--- src/rtl/pacer_pkg.sv ---
package pacer_pkg;

    // Attributes of one CPU access, latched when a stretched access is accepted
    typedef struct packed {
        logic ext;    // target on the external bus
        logic io;     // I/O rather than memory
        logic wr;     // write rather than read
        logic vdata;  // video-memory data port
    } acc_attr_t;

endpackage

--- src/rtl/pacer_sync.sv ---
module pacer_sync #(
    parameter int   STAGES  = 2,
    parameter logic RST_VAL = 1'b1
) (
    input  logic clk_i,
    input  logic rst_ni,
    input  logic d_i,
    output logic q_o
);
    logic [STAGES-1:0] stg_q;

    generate
        if (STAGES == 1) begin : g_one
            always_ff @(posedge clk_i) begin
                if (!rst_ni) stg_q <= RST_VAL;
                else         stg_q <= d_i;
            end
        end else begin : g_chain
            always_ff @(posedge clk_i) begin
                if (!rst_ni) stg_q <= {STAGES{RST_VAL}};
                else         stg_q <= {stg_q[STAGES-2:0], d_i};
            end
        end
    endgenerate

    assign q_o = stg_q[STAGES-1];
endmodule

--- src/rtl/pacer_len.sv ---
module pacer_len #(
    parameter int MEM_CYC = 4,
    parameter int IO_CYC  = 6,
    parameter int CNT_W   = 3
) (
    input  logic             turbo_i,
    input  logic             ext_i,
    input  logic             io_i,
    output logic             stretch_o,
    output logic [CNT_W-1:0] load_o
);
    // Counted wait cycles after the first cycle, minus the release cycle
    localparam logic [CNT_W-1:0] MEM_LOAD = CNT_W'(MEM_CYC - 2);
    localparam logic [CNT_W-1:0] IO_LOAD  = CNT_W'(IO_CYC - 2);

    always_comb begin
        stretch_o = ext_i | ~turbo_i;
        load_o    = io_i ? IO_LOAD : MEM_LOAD;
    end
endmodule

--- src/rtl/turbo_bus_pacer.sv ---
module turbo_bus_pacer #(
    parameter int MEM_CYC     = 4,
    parameter int IO_CYC      = 6,
    parameter int SYNC_STAGES = 2
) (
    input  logic clk_i,
    input  logic rst_ni,
    input  logic turbo_en_i,
    input  logic cpu_req_i,
    input  logic cpu_io_i,
    input  logic cpu_wr_i,
    input  logic tgt_ext_i,
    input  logic tgt_vdata_i,
    input  logic vwait_en_i,
    input  logic vwait_ni,
    output logic cpu_wait_o,
    output logic bus_mreq_no,
    output logic bus_iorq_no,
    output logic bus_rd_no,
    output logic bus_wr_no
);
    import pacer_pkg::*;

    localparam int MAX_CYC = (IO_CYC > MEM_CYC) ? IO_CYC : MEM_CYC;
    localparam int CNT_W   = (MAX_CYC > 2) ? $clog2(MAX_CYC) : 1;

    typedef struct packed {
        logic             active;
        logic             turbo;
        acc_attr_t        attr;
        logic [CNT_W-1:0] cnt;
    } state_t;

    state_t           st_q, st_d;
    acc_attr_t        in_attr, cur;
    logic             stretch;
    logic [CNT_W-1:0] load;
    logic             vw_s;
    logic             vhold;
    logic             drive;

    pacer_sync #(.STAGES(SYNC_STAGES), .RST_VAL(1'b1)) u_vsync (
        .clk_i (clk_i),
        .rst_ni(rst_ni),
        .d_i   (vwait_ni),
        .q_o   (vw_s)
    );

    assign in_attr = '{ext: tgt_ext_i, io: cpu_io_i, wr: cpu_wr_i, vdata: tgt_vdata_i};

    pacer_len #(.MEM_CYC(MEM_CYC), .IO_CYC(IO_CYC), .CNT_W(CNT_W)) u_len (
        .turbo_i  (st_q.turbo),
        .ext_i    (tgt_ext_i),
        .io_i     (cpu_io_i),
        .stretch_o(stretch),
        .load_o   (load)
    );

    always_comb begin
        st_d       = st_q;
        cur        = st_q.active ? st_q.attr : in_attr;
        vhold      = st_q.active & st_q.attr.ext & st_q.attr.io & st_q.attr.vdata
                   & vwait_en_i & ~vw_s;
        cpu_wait_o = 1'b0;

        if (!st_q.active) begin
            st_d.turbo = turbo_en_i;
            if (cpu_req_i && stretch) begin
                cpu_wait_o  = 1'b1;
                st_d.active = 1'b1;
                st_d.attr   = in_attr;
                st_d.cnt    = load;
            end
        end else begin
            cpu_wait_o = (st_q.cnt != '0) | vhold;
            if (st_q.cnt != '0) st_d.cnt = st_q.cnt - 1'b1;
            if (!cpu_wait_o)    st_d.active = 1'b0;
        end

        drive       = (st_q.active | (cpu_req_i & stretch)) & cur.ext;
        bus_mreq_no = ~(drive & ~cur.io);
        bus_iorq_no = ~(drive &  cur.io);
        bus_rd_no   = ~(drive & ~cur.wr);
        bus_wr_no   = ~(drive &  cur.wr);
    end

    always_ff @(posedge clk_i) begin
        if (!rst_ni) begin
            st_q <= '0;
        end else begin
            st_q <= st_d;
        end
    end
endmodule

--- config.mk ---
export PLATFORM = sky130hd
export DESIGN_NAME = turbo_bus_pacer
export DESIGN_NICKNAME = d
export VERILOG_FILES = /design/src/rtl/pacer_pkg.sv /design/src/rtl/pacer_sync.sv /design/src/rtl/pacer_len.sv /design/src/rtl/turbo_bus_pacer.sv
export SDC_FILE = /design/constraint.sdc
export NUM_CORES = 1
export LEC_CHECK = 0
export BUFFER_PORTS_ARGS = -buffer_cell sky130_fd_sc_hd__buf_2
export CORE_AREA = 2 2 39 41
export DETAILED_ROUTE_END_ITERATION = 8
export DIE_AREA = 0 0 41 43
export PLACE_DENSITY = 0.78
export SKIP_CTS_REPAIR_TIMING = 1
export SLEW_MARGIN = 20
export SYNTH_ARGS = -nofsm -noshare
export SYNTH_HDL_FRONTEND = slang
export SYNTH_HIERARCHICAL = 1
export SYNTH_SLANG_ARGS = --single-unit
export TNS_END_PERCENT = 5
--- constraint.sdc ---
create_clock -name clk_i -period 2.1 [get_ports clk_i]
set_input_delay 0.21 -clock clk_i [delete_from_list [all_inputs] [get_ports clk_i]]
set_output_delay 0.21 -clock clk_i [all_outputs]
set_load 0.05 [all_outputs]
Word-level counts from Yosys, hierarchy flattened

Cells that the tools add are included.

Register bits after elaboration: 11
Input bits: 10
Output and inout bits: 5
Word-level logic and storage cells: 47

Add/sub/neg operators: 1
Equality and inequality tests: 1
Multiplexer cells: 9
Bitwise logic cells: 23
Reduce and logical (&&, ||, !) cells: 5

Operators by type and width:

| kind                | number |
|---|---|
| $mux 3              | 4 |
| $and 1x1->1         | 11 |
| $not 1->1           | 9 |
| $mux 1              | 4 |
| $mux 4              | 1 |
| $reduce_and 2->1    | 2 |
| $or 1x1->1          | 3 |
| $reduce_bool 3->1   | 1 |
| $sub 3x1->3 const B | 1 |
| $ne 2x1->1 const B  | 1 |
| $reduce_bool 2->1   | 1 |
| $logic_and 1x1->1   | 1 |

Logic depth before layout (Yosys ltp)

Gate-level depths: netlist of run 1.

Depth after elaboration: 8
Depth in mapped cells: 5
Gate-level depth less buffers: 5

By module

Netlist of run 1, hierarchy kept.

Modules (own cells, without submodules):

| module          | times used | cells an instance | area an instance (um^2) | sequential area each (um^2) |
|---|---|---|---|---|
| turbo_bus_pacer | 1          | 56                | 503.0                   | 180.2 |
| pacer_sync      | 1          | 4                 | 52.6                    | 40.0 |
| pacer_len       | 1          | 5                 | 28.8                    | 0.0 |

Worst setup path after synthesis of run 1

OpenSTA, ideal clock, no wires.

Path kind: register to output
From: register st_q[8] (netlist name)
To: output cpu_wait_o
Data arrival time: 1.294 ns
Required time: 1.890 ns
Setup slack: 0.596 ns
Stages on the path, launching flop included: 4
Buffers on the path: 0
Path through: dfxtp_1 nand2_1 or4b_4 nand2_1

Cells in the longest elaborated chain, start to end: 7

Ends and longest elaborated chain:

| element                   | RTL line              | RTL |
|---|---|---|
| start, declared           | turbo_bus_pacer.sv:34 | `state_t st_q, st_d;` |
| start signal, assigned    | turbo_bus_pacer.sv:91 | `st_q <= st_d;` |
| $and 1x1->1 (3 in series) | turbo_bus_pacer.sv:62 | `vhold = st_q.active & st_q.attr.ext & st_q.attr.io & st_q.attr.vdata` |
| $and 1x1->1 (2 in series) | turbo_bus_pacer.sv:63 | `& vwait_en_i & ~vw_s;` |
| $or 1x1->1                | turbo_bus_pacer.sv:75 | `cpu_wait_o = (st_q.cnt != '0) \| vhold;` |
| $mux 1 *                  | turbo_bus_pacer.sv:66 | `if (!st_q.active) begin` |
| end, declared             | turbo_bus_pacer.sv:16 | `output logic cpu_wait_o,` |

Every way passes the cells marked *; elsewhere a longest branch is shown, timed or not.

Worst setup path in the final report of run 1

Ends and elaborated chain as after synthesis.

==> impl_metrics.tcl, run 1 <==
set metrics [dict create \
    reg2reg_depth 5 \
    place_congestion 0.7374 \
    portBuffers 14 \
    antennaDiodeCount 0 \
    netlist_instances 65 \
    antenna_found_initial 0 \
    clock-sinks 11 \
    endpoint_kind "primary output" \
    clk_latency_ns 0.27 \
    drcViolationCount 0 \
    finalNonFillerCells 97 \
    drive_gt1_share_pct 25.93 \
    synth_ff_type "dfxtp_1" \
    synth_seq_cells 11 \
    synth_edf_count 0 \
    period_share_pct 93.64 \
    arrival_ns 1.76 \
    syn_avg_cell_area_um2 8.989 \
    min_from "vwait_ni" \
    yosysTopAreaCellShare_pct 37.69 \
    first_global_vias 458 \
    max_freq_mhz 508.5 \
    critical_path_class "flop to primary output" \
    max-cap-violations 0 \
    drt-wirelength-per-cell_um 11.38 \
    gr-total-overflow 0 \
    synth_xor_area_share_pct 0 \
    whs_path_depth 2 \
    vias_per_cell 5.144 \
    first_pass_iters 3 \
    hold_viol_final 0 \
    fin_setup_tns_ns 0 \
    initialDrtViolationCount 4 \
    ant_nets 0 \
    die_w_um 41 \
    die_height_um 43 \
    yosys_warnings 6 \
    numCtsBuffers 3 \
    r2r_setup_slack_ns 0.67 \
    via_count 499 \
    finalInstanceArea_um2 689.4 \
    synth-compound-area-share_pct 16.70 \
    outcome "finished clean" \
    critPathMaxFanout 9 \
    r2r-start "st_q[0]$_SDFFE_PN0P_" \
    cts_tree "yes" \
    grt_usage_pct 15.12 \
    ios 15 \
    dpl_cell_area_um2 661.9 \
    switching_share_pct 32.73 \
    post-place-cells 93 \
    syn2layout_area_growth_pct 17.99 \
    routed_wl_mm 1.104 \
    intPower_mw 0.3515 \
    final_common_cell "buf_2" \
    final_cell_mix "14 x buf_2, 11 x dfxtp_1, 7 x nand2_1, 7 x mux2i_1, 5 x nor2_1" \
    fin_nets 94 \
    synth-seq-area-share_pct 37.69 \
    synthMuxAreaShare_pct 13.92 \
    start_util_pct 42.22 \
    core_um2 1384 \
    synthTopCellsByArea "dfxtp_1 38%, mux2i_1 12%, nand2_1 4.5%, ha_1 4.3%, nand2b_1 4.3%" \
    htreeDepth 1 \
    async_flop_share_pct 0 \
    grt_max_degree 10 \
    grt_pass1_wl_mm 1.766 \
    pwr_density_cell_nw_per_um2 757.9 \
    fp.dieArea_um2 1763 \
    hold_path.class "input port to flop" \
    yosys.cell_types.count 27 \
    synth_top_family_by_area "simple AND/OR/NAND/NOR gates" \
    startpoint_type "flop" \
    p_comb_share_pct 26.6 \
    synth_top_cell_by_area "dfxtp_1" \
    setup_violations 0 \
    power_frac_seq_pct 45.4 \
    n_fill_cell 138 \
    dpl.hpwl_um 867.6 \
    holdPathEnd "u_vsync/stg_q[0]$_SDFF_PN1_" \
    fp-row-count 14 \
    clock_path_buffers 2 \
    min_period_ns 1.966 \
    p_leak_nw 0.3032 \
    clkPwrFrac_pct 28.0 \
    syn-cell-area_um2 584.3 \
    syn_nets 77 \
    regArea_um2 220.2 \
    ir_drop_mv 0.4070 \
    slew_violations 0 \
    post-route-util_pct 49.82 \
    multi_input_area_um2 325.3 \
    root_buffer "clkbuf_4" \
    fin_skew_ns 0.002079 \
    crit_required_ns 1.89 \
    clkTransAtPathRegs_ns 0.07 \
    power_switching_mw 0.1710 \
    yosys.area_share.simple_pct 20.13 \
    r2r-end "st_q[1]$_SDFFE_PN0P_" \
    synthAdderAreaFrac_pct 4.283 \
    grt_setup_unrepaired "false" \
]
-- sequential cells by signal, summed over array words and instances (netlist names) --
| signal | flops |
|---|---|
| st_q | 9 |
| u_vsync/stg_q | 2 |
-- logic make-up after synthesis --
family / after synthesis
adders and majority gates: 2
muxes: 8
buffers and inverters: 8
other: 1
and+or+nand+nor: 22
DFF: 11
AOI/OAI and AO/OA: 13
-- critical path, cell delays in order, from the launching register on --
cell and delay (ns):
dfxtp_1 0.44, buf_4 0.20, nand3b_1 0.27, a21boi_1 0.29
nand2_1 0.08, buf_2 0.21
-- metal layers --
metal  global-route usage (%)  vias up  part of all wire [%]
met5                        0        -                     0
met4                    8.000        0                   1.4
met3                    4.712        2                   3.1
met2                    24.38       10                    51
met1                    16.61      232                    45
li1                         -      255                     -
-- how the worst max path moves through the flow --
stage | from | to | slack [ns] | cells after the start
after floorplan | st_q[8]$_SDFF_PN0_ | cpu_wait_o | 0.60 | 3
after global placement | st_q[8]$_SDFF_PN0_ | cpu_wait_o | 0.49 | 5
after detailed placement | st_q[8]$_SDFF_PN0_ | cpu_wait_o | 0.43 | 5
after CTS | st_q[8]$_SDFF_PN0_ | cpu_wait_o | 0.12 | 5
after global routing | st_q[8]$_SDFF_PN0_ | cpu_wait_o | 0.03 | 5
final | st_q[8]$_SDFF_PN0_ | cpu_wait_o | 0.13 | 5
-- power by group through the flow --
stage | Clock [mW] | Sequential (mW) | Combinational (mW)
after floorplan | 0 | 0.238 | 0.111
after global placement | 0 | 0.242 | 0.137
after detailed placement | 0 | 0.242 | 0.140
after CTS | 0.152 | 0.238 | 0.141
after global routing | 0.161 | 0.240 | 0.153
final | 0.146 | 0.237 | 0.139
-- cell type report --
cell class / count / share of cell area [%]
clock inverter: 1 / 0.7260
multi-input combinational: 46 / 47.19
tap: 16 / 2.904
timing repair buffer: 15 / 11.25
inverter: 5 / 2.722
sequential: 11 / 31.94
clock buffer: 3 / 3.267
-- synth_stat cells, drive strengths merged (2+ instances only) --
cell    number
nand2        7
nor2         5
ha           2
inv          4
dfxtp       11
a21o         2
a211oi       2
buf          3
a21oi        2
nand2b       4
a21boi       3
a311oi       2
mux2i        7
-- through the flow --
| stage | hold slack [ns] | setup WS, ns | power, mW |
|---|---|---|---|
| floorplan | 0.2830 | 0.5963 | 0.3481 |
| global placement | 0.3914 | 0.4851 | 0.3784 |
| detailed placement | 0.3975 | 0.4318 | 0.3820 |
| CTS | 0.1123 | 0.1202 | 0.5302 |
| global route | 0.1111 | 0.02674 | 0.5540 |
| finish | 0.1184 | 0.1335 | 0.5225 |
Note: power is estimated with default switching activity, not from simulation.
==> inputs of run 2 (changes only) <==
==> constraint.sdc (replaced) <==
create_clock -name clk_i -period 2.4 [get_ports clk_i]
set_input_delay 0.24 -clock clk_i [delete_from_list [all_inputs] [get_ports clk_i]]
set_output_delay 0.24 -clock clk_i [all_outputs]
set_load 0.05 [all_outputs]
==> run 2 against run 1 <==
Against the previous run:
- die area is the same
- non-clock buffer count is the same
- routed wire length shrank 0.36%
- cell area is the same
- register-to-register slack gained 0.32 ns
- via count shrank 1.6%
- critical endpoint unchanged
- largest cell class unchanged
==> impl_metrics.tcl, run 2 (synthesis results as in run 1) <==
set metrics [dict create \
    outcome "finished clean" \
    grt_max_degree 10 \
    routed_wl_mm 1.100 \
    holdPathEnd "u_vsync/stg_q[0]$_SDFF_PN1_" \
    whs_path_depth 2 \
    vias_per_cell 5.062 \
    regArea_um2 220.2 \
    place_congestion 0.7307 \
    slowest_stage "dfxtp_1" \
    grt_setup_unrepaired "false" \
    initialDrtViolationCount 5 \
    min_from "vwait_ni" \
    slew_violations 0 \
    syn2layout_area_growth_pct 17.99 \
    arrival_ns 1.78 \
    slowest_delay_ns 0.42 \
    startpoint_type "flop" \
    max-cap-violations 0 \
    regMostFlops "st_q" \
    final_common_cell "buf_2" \
    p_leak_nw 0.3032 \
    hold_viol_final 0 \
    core_um2 1384 \
    r2r-start "st_q[0]$_SDFFE_PN0P_" \
    largest_reg_flops 9 \
    clock-sinks 11 \
    pwr_density_cell_nw_per_um2 657.2 \
    ir_drop_mv 0.4276 \
    die_w_um 41 \
    max_freq_mhz 493.9 \
    portBuffers 14 \
    fp-row-count 14 \
    clkTransAtPathRegs_ns 0.08 \
    first_pass_iters 4 \
    antennaDiodeCount 0 \
    largest_registers "st_q (9), u_vsync/stg_q (2)" \
    multi_input_area_um2 325.3 \
    drt-wirelength-per-cell_um 11.34 \
    period_share_pct 84.37 \
    post-route-util_pct 49.82 \
    first_global_vias 469 \
    crit_required_ns 2.16 \
    via_count 491 \
    critPathMaxFanout 9 \
    fp.dieArea_um2 1763 \
    numCtsBuffers 3 \
    endpoint_kind "primary output" \
    drcViolationCount 0 \
    grt_usage_pct 14.93 \
    start_util_pct 42.22 \
    fin_setup_tns_ns 0 \
    fin_skew_ns 0.004234 \
    root_buffer "clkbuf_4" \
    die_height_um 43 \
    clock_path_buffers 2 \
    hold_path.class "input port to flop" \
    n_fill_cell 140 \
    worstPathCellList "buf_4 > nand3b_1 > a21boi_1 > nand2_1 > buf_2" \
    dpl.hpwl_um 835.4 \
    ios 15 \
    critical_path_class "flop to primary output" \
    r2r_setup_slack_ns 0.99 \
    setup_violations 0 \
    clk_latency_ns 0.26 \
    reg2reg_depth 5 \
    cts_tree "yes" \
    htreeDepth 1 \
    grt_pass1_wl_mm 1.766 \
    gr-total-overflow 0 \
    fin_nets 94 \
    antenna_found_initial 0 \
    drive_gt1_share_pct 25.93 \
    final_cell_mix "14 x buf_2, 11 x dfxtp_1, 7 x nand2_1, 7 x mux2i_1, 5 x nor2_1" \
    min_period_ns 2.025 \
    ant_nets 0 \
    r2r-end "st_q[1]$_SDFFE_PN0P_" \
]
[run 2: worst max-delay path: cells and delay by family (launching register included)]
family,cells,cell delay [ns]
flops,1,0.42
compound gates,1,0.33
buf+inv,2,0.41
simple gates,2,0.37
[run 2: how the worst max path moves through the flow]
stage	start	endpoint	slack (ns)	depth (start not counted)
5_1_grt	st_q[8]$_SDFF_PN0_	cpu_wait_o	0.30	5
2_1_floorplan	st_q[8]$_SDFF_PN0_	cpu_wait_o	0.87	3
3_5_place_dp	tgt_ext_i	cpu_wait_o	0.69	6
4_1_cts	st_q[8]$_SDFF_PN0_	cpu_wait_o	0.40	5
6_report	st_q[8]$_SDFF_PN0_	cpu_wait_o	0.38	5
3_3_place_gp	tgt_ext_i	cpu_wait_o	0.73	6
[run 2: power breakdown]
group | internal (mW) | switching (mW)
Clock | 0.0615 | 0.0629
Sequential | 0.197 | 0.00991
Combinational | 0.0485 | 0.0730
[run 2: final cells by class]
class	count	area share, %
Timing Repair Buffer	15	11.25
Inverter	5	2.722
Multi-Input combinational cell	46	47.19
Tap cell	16	2.904
Clock buffer	3	3.267
Sequential cell	11	31.94
Clock inverter	1	0.7260
[run 2: layer usage]
layer,vias up,track usage (%),share of wire [%]
met3,2,4.712,3.7
met5,-,0,0
li1,257,-,-
met1,224,17.32,45
met2,8,23.13,50
met4,0,8.000,1.4
[run 2: per-stage QoR]
stage / cells / worst slack [ns] / hold WS [ns] / area [um^2] / power (mW)
2_1_floorplan: 65 / 0.8663 / 0.3130 / 584.3 / 0.3045
3_3_place_gp: 93 / 0.7336 / 0.3914 / 661.9 / 0.3311
3_5_place_dp: 93 / 0.6853 / 0.4012 / 661.9 / 0.3327
4_1_cts: 97 / 0.3982 / 0.1537 / 689.4 / 0.4562
5_1_grt: 97 / 0.3020 / 0.1512 / 689.4 / 0.4768
6_report: 97 / 0.3752 / 0.1568 / 689.4 / 0.4531
